### src/rtl/cmdq_pkg.sv
package cmdq_pkg;
  localparam logic [4:0] RA_BASE_LO = 5'h00;
  localparam logic [4:0] RA_BASE_HI = 5'h02;
  localparam logic [4:0] RA_LEN     = 5'h04;
  localparam logic [4:0] RA_WP_LO   = 5'h06;
  localparam logic [4:0] RA_WP_HI   = 5'h08;
  localparam logic [4:0] RA_FLIP    = 5'h0a;
  localparam logic [4:0] RA_CTRL    = 5'h0c;
  localparam logic [4:0] RA_RP_LO   = 5'h0e;
  localparam logic [4:0] RA_RP_HI   = 5'h10;
  localparam logic [4:0] RA_STATUS  = 5'h12;

  localparam int CTRL_FLIP_BIT = 12;
  localparam int CTRL_IRQ_LSB  = 8;
  localparam int CTRL_THR_LSB  = 4;

  localparam int ST_ALL_IDLE = 2;
  localparam int ST_2D_BUSY  = 4;
  localparam int ST_3D_BUSY  = 5;
  localparam int ST_ISP_BUSY = 8;

  typedef enum logic [1:0] {
    FS_IDLE,
    FS_REQ,
    FS_WAIT,
    FS_OUT
  } fetch_state_e;
endpackage

### src/rtl/cmdq_regs.sv
module cmdq_regs
  import cmdq_pkg::*;
#(
  parameter int LEN_W     = 7,
  parameter int BASE_HI_W = 7,
  parameter int PTR_W     = LEN_W + 10,
  parameter int ADDR_W    = 16 + BASE_HI_W
) (
  input  logic              clk_i,
  input  logic              rst_ni,
  input  logic              reg_wr_i,
  input  logic [4:0]        reg_addr_i,
  input  logic [15:0]       reg_wdata_i,
  output logic [15:0]       reg_rdata_o,
  input  logic [PTR_W-1:0]  rd_ptr_i,
  input  logic [15:0]       status_i,
  output logic [ADDR_W-1:0] base_o,
  output logic [PTR_W-1:0]  mask_o,
  output logic [PTR_W-1:0]  wr_ptr_o,
  output logic              rd_load_o,
  output logic [PTR_W-1:0]  rd_load_val_o
);
  localparam int PHI_W = PTR_W - 16;

  logic [15:0]          base_lo_q;
  logic [BASE_HI_W-1:0] base_hi_q;
  logic [LEN_W-1:0]     len_q;
  logic [15:0]          flip_q;
  logic                 c_flip_q;
  logic [3:0]           c_irq_q;
  logic [3:0]           c_thr_q;
  logic [PHI_W-1:0]     wp_stage_q;
  logic [PHI_W-1:0]     rp_stage_q;
  logic [PTR_W-1:0]     wr_ptr_q;
  logic [PTR_W-1:0]     wp_commit;

  logic wr_base_lo, wr_base_hi, wr_len, wr_flip, wr_ctrl;
  logic wr_wp_lo, wr_wp_hi, wr_rp_lo, wr_rp_hi;

  assign wr_base_lo = reg_wr_i && (reg_addr_i == RA_BASE_LO);
  assign wr_base_hi = reg_wr_i && (reg_addr_i == RA_BASE_HI);
  assign wr_len     = reg_wr_i && (reg_addr_i == RA_LEN);
  assign wr_flip    = reg_wr_i && (reg_addr_i == RA_FLIP);
  assign wr_ctrl    = reg_wr_i && (reg_addr_i == RA_CTRL);
  assign wr_wp_lo   = reg_wr_i && (reg_addr_i == RA_WP_LO);
  assign wr_wp_hi   = reg_wr_i && (reg_addr_i == RA_WP_HI);
  assign wr_rp_lo   = reg_wr_i && (reg_addr_i == RA_RP_LO);
  assign wr_rp_hi   = reg_wr_i && (reg_addr_i == RA_RP_HI);

  // (len+1)*1024-1 == {len, ten ones}
  assign mask_o = {len_q, 10'h3ff};
  assign base_o = {base_hi_q, base_lo_q};

  assign wp_commit     = ({wp_stage_q, reg_wdata_i} & mask_o) & ~PTR_W'(1);
  assign rd_load_val_o = ({rp_stage_q, reg_wdata_i} & mask_o) & ~PTR_W'(1);
  assign rd_load_o     = wr_rp_lo;
  assign wr_ptr_o      = wr_ptr_q;

  always_ff @(posedge clk_i or negedge rst_ni) begin
    if (!rst_ni) begin
      base_lo_q  <= '0;
      base_hi_q  <= '0;
      len_q      <= '0;
      flip_q     <= '0;
      c_flip_q   <= 1'b0;
      c_irq_q    <= '0;
      c_thr_q    <= '0;
      wp_stage_q <= '0;
      rp_stage_q <= '0;
      wr_ptr_q   <= '0;
    end else begin
      if (wr_base_lo) base_lo_q <= reg_wdata_i;
      if (wr_base_hi) base_hi_q <= reg_wdata_i[BASE_HI_W-1:0];
      if (wr_len)     len_q     <= reg_wdata_i[LEN_W-1:0];
      if (wr_flip)    flip_q    <= reg_wdata_i;
      if (wr_ctrl) begin
        c_flip_q <= reg_wdata_i[CTRL_FLIP_BIT];
        c_irq_q  <= reg_wdata_i[CTRL_IRQ_LSB +: 4];
        c_thr_q  <= reg_wdata_i[CTRL_THR_LSB +: 4];
      end
      if (wr_wp_hi) wp_stage_q <= reg_wdata_i[PHI_W-1:0];
      if (wr_rp_hi) rp_stage_q <= reg_wdata_i[PHI_W-1:0];
      if (wr_wp_lo) wr_ptr_q   <= wp_commit;
    end
  end

  always_comb begin
    unique case (reg_addr_i)
      RA_BASE_LO: reg_rdata_o = base_lo_q;
      RA_BASE_HI: reg_rdata_o = 16'(base_hi_q);
      RA_LEN:     reg_rdata_o = 16'(len_q);
      RA_WP_LO:   reg_rdata_o = wr_ptr_q[15:0];
      RA_WP_HI:   reg_rdata_o = 16'(wr_ptr_q[PTR_W-1:16]);
      RA_FLIP:    reg_rdata_o = flip_q;
      RA_CTRL:    reg_rdata_o = {3'b000, c_flip_q, c_irq_q, c_thr_q, 4'b0000};
      RA_RP_LO:   reg_rdata_o = rd_ptr_i[15:0];
      RA_RP_HI:   reg_rdata_o = 16'(rd_ptr_i[PTR_W-1:16]);
      RA_STATUS:  reg_rdata_o = status_i;
      default:    reg_rdata_o = '0;
    endcase
  end


  wp_stage_only_chk: assert property (@(posedge clk_i) disable iff (!rst_ni)
    wr_wp_hi && !wr_wp_lo |=> $stable(wr_ptr_o));


  wp_even_chk: assert property (@(posedge clk_i) disable iff (!rst_ni)
    wr_wp_lo |=> !wr_ptr_o[0]);
endmodule

### src/rtl/cmdq_fetch_core.sv
module cmdq_fetch_core
  import cmdq_pkg::*;
#(
  parameter int PTR_W  = 17,
  parameter int ADDR_W = 23
) (
  input  logic              clk_i,
  input  logic              rst_ni,
  input  logic [ADDR_W-1:0] base_i,
  input  logic [PTR_W-1:0]  mask_i,
  input  logic [PTR_W-1:0]  wr_ptr_i,
  input  logic              rd_load_i,
  input  logic [PTR_W-1:0]  rd_load_val_i,
  output logic              mem_req_o,
  output logic [ADDR_W-1:0] mem_addr_o,
  input  logic              mem_rvalid_i,
  input  logic [15:0]       mem_rdata_i,
  output logic              cmd_valid_o,
  input  logic              cmd_ready_i,
  output logic [15:0]       cmd_data_o,
  output logic [PTR_W-1:0]  rd_ptr_o,
  output logic              reader_idle_o
);
  fetch_state_e     state_q;
  logic [PTR_W-1:0] rd_ptr_q;
  logic [15:0]      data_q;
  logic [PTR_W:0]   inc;
  logic [PTR_W-1:0] rd_next;
  logic             have_work;

  assign inc       = {1'b0, rd_ptr_q} + (PTR_W+1)'(2);
  assign rd_next   = (inc > {1'b0, mask_i}) ? '0 : inc[PTR_W-1:0];
  assign have_work = (rd_ptr_q != wr_ptr_i);

  always_ff @(posedge clk_i or negedge rst_ni) begin
    if (!rst_ni) begin
      state_q  <= FS_IDLE;
      rd_ptr_q <= '0;
      data_q   <= '0;
    end else begin
      unique case (state_q)
        FS_IDLE: begin
          if (rd_load_i)      rd_ptr_q <= rd_load_val_i;
          else if (have_work) state_q  <= FS_REQ;
        end
        FS_REQ: state_q <= FS_WAIT;
        FS_WAIT: begin
          if (mem_rvalid_i) begin
            data_q  <= mem_rdata_i;
            state_q <= FS_OUT;
          end
        end
        FS_OUT: begin
          if (cmd_ready_i) begin
            rd_ptr_q <= rd_next;
            state_q  <= (rd_next != wr_ptr_i) ? FS_REQ : FS_IDLE;
          end
        end
        default: state_q <= FS_IDLE;
      endcase
    end
  end

  assign mem_req_o     = (state_q == FS_REQ);
  assign mem_addr_o    = base_i + ADDR_W'(rd_ptr_q);
  assign cmd_valid_o   = (state_q == FS_OUT);
  assign cmd_data_o    = data_q;
  assign rd_ptr_o      = rd_ptr_q;
  assign reader_idle_o = (state_q == FS_IDLE) && !have_work;


  one_outstanding_chk: assert property (@(posedge clk_i) disable iff (!rst_ni)
    mem_req_o |=> !mem_req_o);


  hold_word_chk: assert property (@(posedge clk_i) disable iff (!rst_ni)
    cmd_valid_o && !cmd_ready_i |=> cmd_valid_o && $stable(cmd_data_o));


  rd_step_chk: assert property (@(posedge clk_i) disable iff (!rst_ni)
    cmd_valid_o && cmd_ready_i |=>
      (rd_ptr_q == $past(rd_ptr_q) + PTR_W'(2)) || (rd_ptr_q == '0));


  rd_load_busy_chk: assert property (@(posedge clk_i) disable iff (!rst_ni)
    rd_load_i && (state_q == FS_REQ || state_q == FS_WAIT) |=> $stable(rd_ptr_q));
endmodule

### src/rtl/cmdq_status.sv
module cmdq_status
  import cmdq_pkg::*;
(
  input  logic        reader_idle_i,
  input  logic        eng2d_busy_i,
  input  logic        eng3d_busy_i,
  input  logic        isp_busy_i,
  output logic [15:0] status_o
);
  always_comb begin
    status_o              = '0;
    status_o[1:0]         = {2{reader_idle_i}};
    status_o[ST_ALL_IDLE] = reader_idle_i && !(eng2d_busy_i || eng3d_busy_i || isp_busy_i);
    status_o[ST_2D_BUSY]  = eng2d_busy_i;
    status_o[ST_3D_BUSY]  = eng3d_busy_i;
    status_o[ST_ISP_BUSY] = isp_busy_i;
  end
endmodule

### src/rtl/cmdq_fetch.sv
module cmdq_fetch
  import cmdq_pkg::*;
#(
  parameter int LEN_W     = 7,
  parameter int BASE_HI_W = 7
) (
  input  logic                  clk_i,
  input  logic                  rst_ni,
  input  logic                  reg_wr_i,
  input  logic [4:0]            reg_addr_i,
  input  logic [15:0]           reg_wdata_i,
  output logic [15:0]           reg_rdata_o,
  output logic                  mem_req_o,
  output logic [16+BASE_HI_W-1:0] mem_addr_o,
  input  logic                  mem_rvalid_i,
  input  logic [15:0]           mem_rdata_i,
  output logic                  cmd_valid_o,
  input  logic                  cmd_ready_i,
  output logic [15:0]           cmd_data_o,
  input  logic                  eng2d_busy_i,
  input  logic                  eng3d_busy_i,
  input  logic                  isp_busy_i
);
  localparam int PTR_W  = LEN_W + 10;
  localparam int ADDR_W = 16 + BASE_HI_W;

  logic [ADDR_W-1:0] base;
  logic [PTR_W-1:0]  mask, wr_ptr, rd_ptr, rd_load_val;
  logic              rd_load, reader_idle;
  logic [15:0]       status;

  cmdq_regs #(
    .LEN_W(LEN_W), .BASE_HI_W(BASE_HI_W), .PTR_W(PTR_W), .ADDR_W(ADDR_W)
  ) u_regs (
    .clk_i, .rst_ni, .reg_wr_i, .reg_addr_i, .reg_wdata_i, .reg_rdata_o,
    .rd_ptr_i(rd_ptr), .status_i(status), .base_o(base), .mask_o(mask),
    .wr_ptr_o(wr_ptr), .rd_load_o(rd_load), .rd_load_val_o(rd_load_val)
  );

  cmdq_fetch_core #(.PTR_W(PTR_W), .ADDR_W(ADDR_W)) u_core (
    .clk_i, .rst_ni, .base_i(base), .mask_i(mask), .wr_ptr_i(wr_ptr),
    .rd_load_i(rd_load), .rd_load_val_i(rd_load_val),
    .mem_req_o, .mem_addr_o, .mem_rvalid_i, .mem_rdata_i,
    .cmd_valid_o, .cmd_ready_i, .cmd_data_o,
    .rd_ptr_o(rd_ptr), .reader_idle_o(reader_idle)
  );

  cmdq_status u_status (
    .reader_idle_i(reader_idle), .eng2d_busy_i, .eng3d_busy_i, .isp_busy_i,
    .status_o(status)
  );


  idle_quiet_chk: assert property (@(posedge clk_i) disable iff (!rst_ni)
    status[1:0] == 2'b11 |-> !mem_req_o && !cmd_valid_o);
endmodule

### config.mk
export PLATFORM = sky130hd
export DESIGN_NAME = cmdq_fetch
export DESIGN_NICKNAME = d
export VERILOG_FILES = /design/src/rtl/cmdq_pkg.sv /design/src/rtl/cmdq_regs.sv /design/src/rtl/cmdq_fetch_core.sv /design/src/rtl/cmdq_status.sv /design/src/rtl/cmdq_fetch.sv
export SDC_FILE = /design/constraint.sdc
export NUM_CORES = 1
export LEC_CHECK = 0
export BUFFER_PORTS_ARGS = -buffer_cell sky130_fd_sc_hd__buf_2
export CAP_MARGIN = 20
export CORE_ASPECT_RATIO = 0.9
export CORE_MARGIN = 3
export CORE_UTILIZATION = 28
export DETAILED_ROUTE_END_ITERATION = 10
export PLACE_DENSITY_LB_ADDON = 0.12
export REMOVE_ABC_BUFFERS = 1
export SLEW_MARGIN = 20
export SYNTH_ARGS = -nofsm -noshare
export SYNTH_HDL_FRONTEND = slang
export SYNTH_SLANG_ARGS = --single-unit
### constraint.sdc
create_clock -name clk_i -period 5.51 [get_ports clk_i]
set_clock_uncertainty 0.15 [all_clocks]
set_input_delay 0.2755 -clock clk_i [delete_from_list [all_inputs] [get_ports clk_i]]
set_output_delay 0.2755 -clock clk_i [all_outputs]
set_load 0.05 [all_outputs]
==> out/qor.yml <==
run_status:
  status: "complete, no violations"
routing:
  dr.pass1.iters: 5
  drt_iter0_markers: 517
  met2WireLength_mm: 11.6
  ant_nets: 0
  wl_per_cell_um: 22.5
  dr_wl_met3_mm: 1.17
  highest-signal-layer: "met5"
  routed_wl_mm: 26.0
  via_per_inst: 5.29
  dr_total_vias: 6123
  drc: 0
  met1_length_mm: 12.7
sta:
  hold_ws_ps: 64.8
  slew_violations: 0
  max_freq_ghz: 0.202
  hold_viol: 0
  slew_headroom_pct: 27.9
  setup_slack_ps: 560
  tns_ps: 0
  rsz0062_at_grt: "false"
  tightest_slew_ps: 1070
  period_needed_ps: 4950
  setup_violations: 0
  finalCritPeriodShare_pct: 89.8
grt:
  antenna_found_initial: 1
  grt_first_pass_wirelength_mm: 39.2
  grt_max_degree: 65
  grt_usage_pct: 19.2
  grt.overflow.total: 0
  first_global_vias: 5903
clock_network:
  cts.sinks: 108
  holdBufCountCts: 17
  ctsHtreeMaxLevel: 3
  cts_inserted_buffers: 9
  postCtsSetupBuffers: 0
  cts_tree: "done"
  clkTransAtPathRegs_ps: 80
  cts-root-buf: "clkbuf_16"
  insertion_delay_ps: 360
  cts_resized: 0
  cts_max_path_buffers: 2
yosys:
  synth.avg_cell_area_um2: 9.74
  synthDominantCellAreaShare_pct: 38.6
  synth-edff-count: 0
  yosys-top-cells-area: "dfrtp_1 (39%), mux2_2 (10%), xnor2_1 (5.4%), ha_1 (5.2%), nand2_1 (4.0%)"
  yosys.cell_count.top_type: "dfrtp_1"
  yosys_register_bits: 108
  synth.cell_area_um2: 7010
  yosysUniqueCellTypes: 83
  yosysWarnings: 0
  synthTopCellsByCount: "dfrtp_1 (108), nand2_1 (74), mux2_2 (64)"
  synth_top_cell_by_area: "dfrtp_1"
  async_flop_share_pct: 100
  netlist_instances: 720
  ys_seq_area_share_pct: 38.6
  synth-main-ff-cell: "dfrtp_1"
floorplanning:
  fp.dieH_um: 156
  io_pins: 102
  initial_utilization_pct: 28.7
  die_area_um2: 27000
  rows: 54
  die_w_um: 173
  coreArea_um2: 24500
power_and_ir_drop:
  irDropWorstVdd_mv: 0.209
  leakagePower_uw: 0.00377
  finalPower_uw: 4410
  p_per_area_nw_per_um2: 532
min_path:
  hold_path.class: "in -> reg"
  min_path_cells: 2
  holdPathEnd: "u_regs.base_lo_q[12]"
  hp-start: "reg_wdata_i[12]"
finish:
  syn2layout_area_growth_pct: 18.2
  antenna_cells: 0
  nFillCells: 2600
  layout.area.seq_um2: 2700
  stdcell_count: 1158
  nets: 892
  drive_above_1_share_pct: 25.4
  multi_input_area_um2: 4000
setup_path:
  worst-r2r-setup-slack_ps: 560
  crit_path_max_fanout: 12
  crit_type: "reg -> reg"
  crit_arrival_ps: 5070
  reg2reg_from: "u_core.rd_ptr_o[1]"
  crit_required_ps: 5630
  rr_worst_depth: 14
  cp-end-kind: "register"
  r2r-end: "u_core.rd_ptr_o[9]"
  worst_setup_path_start_kind: "register"
placed_design:
  dp_hpwl_mm: 19.3
  pre_cts_slack_ps: 720
  dp.cells: 1125
  gp_congestion: 0.894
  io_buffers: 101
flow_run:
  maxCapViolations: 0
cells in the final DEF, fill, tap and decap left out, drive strengths merged, types with 15 or more instances in the layout:
master,count
dfrtp,108
buf,108
nand2,74
mux2,64
o21ai,54
xnor2,43
inv,39
nor2,36
ha,29
a22oi,24
a21oi,24
dlygate4sd3,17
nand3,15
flip-flops by register name (all words and copies together) (netlist names):
| signal | cells |
|---|---|
| u_core.rd_ptr_o | 17 |
| u_core.cmd_data_o | 16 |
| u_regs.base_lo_q | 16 |
| u_regs.flip_q | 16 |
| u_regs.wr_ptr_o | 16 |
| u_regs.base_hi_q | 7 |
| u_regs.len_q | 7 |
| u_regs.c_irq_q | 4 |
| u_regs.c_thr_q | 4 |
| u_core.state_q | 2 |
| u_regs.c_flip_q | 1 |
| u_regs.rp_stage_q | 1 |
| u_regs.wp_stage_q | 1 |
per-stage QoR:
step / cell area [um^2] / utilization [%]
3_3_place_gp: 7810 / 31.9
2_1_floorplan: 6820 / -
5_1_grt: 8290 / 33.9
4_1_cts: 8280 / 33.9
6_report: 8290 / 33.9
3_5_place_dp: 7810 / 31.9
cells by family after synthesis:
family                     share of synthesized area [%]
buffers and inverters                               4.66
xor gates and xnor gates                            6.98
and+or+nand+nor                                     14.8
DFF                                                 38.6
muxes                                               10.6
adders and majority gates                           5.46
AOI/OAI and AO/OA                                   19.0
power by group:
group	switching, uW	internal, uW
Clock	341	333
Combinational	1590	791
Sequential	343	1010
how the worst max path moves through the flow:
stage | endpoint | start | cells past startpoint
2_1_floorplan | u_core.rd_ptr_o[9] | u_core.rd_ptr_o[1] | 14
3_3_place_gp | u_core.rd_ptr_o[9] | u_core.rd_ptr_o[1] | 14
3_5_place_dp | u_core.rd_ptr_o[9] | u_core.rd_ptr_o[1] | 14
4_1_cts | u_core.rd_ptr_o[9] | u_core.rd_ptr_o[1] | 14
5_1_grt | u_core.rd_ptr_o[9] | u_core.rd_ptr_o[1] | 14
6_report | u_core.rd_ptr_o[9] | u_core.rd_ptr_o[1] | 14
routing by layer:
layer  up-vias  GRT usage, %
li1       2832             -
met1      3081          28.5
met2       172          29.4
met3        36          2.75
met4         2          4.59
met5         -             0
critical path, stage by stage (launching register included):
cell and delay (ps):
dfrtp_1 610, ha_1 430, nand4_4 180, nor4_2 400
xnor2_1 230, inv_1 130, ha_1 300, a21o_1 160
a221oi_1 270, o21ai_0 220, nor2b_2 310, or2_1 470
nand2_1 420, o32a_1 450, o22ai_1 150
layout make-up:
type                    instances  area share [%]
clock buffers                  10            2.88
multi-input cells             537            48.2
clock inverters                 6           0.770
inverters                      36            1.63
well taps                     336            5.07
repair buffers                125            8.82
flip-flops and latches        108            32.6
(Power assumes the default switching activity.)
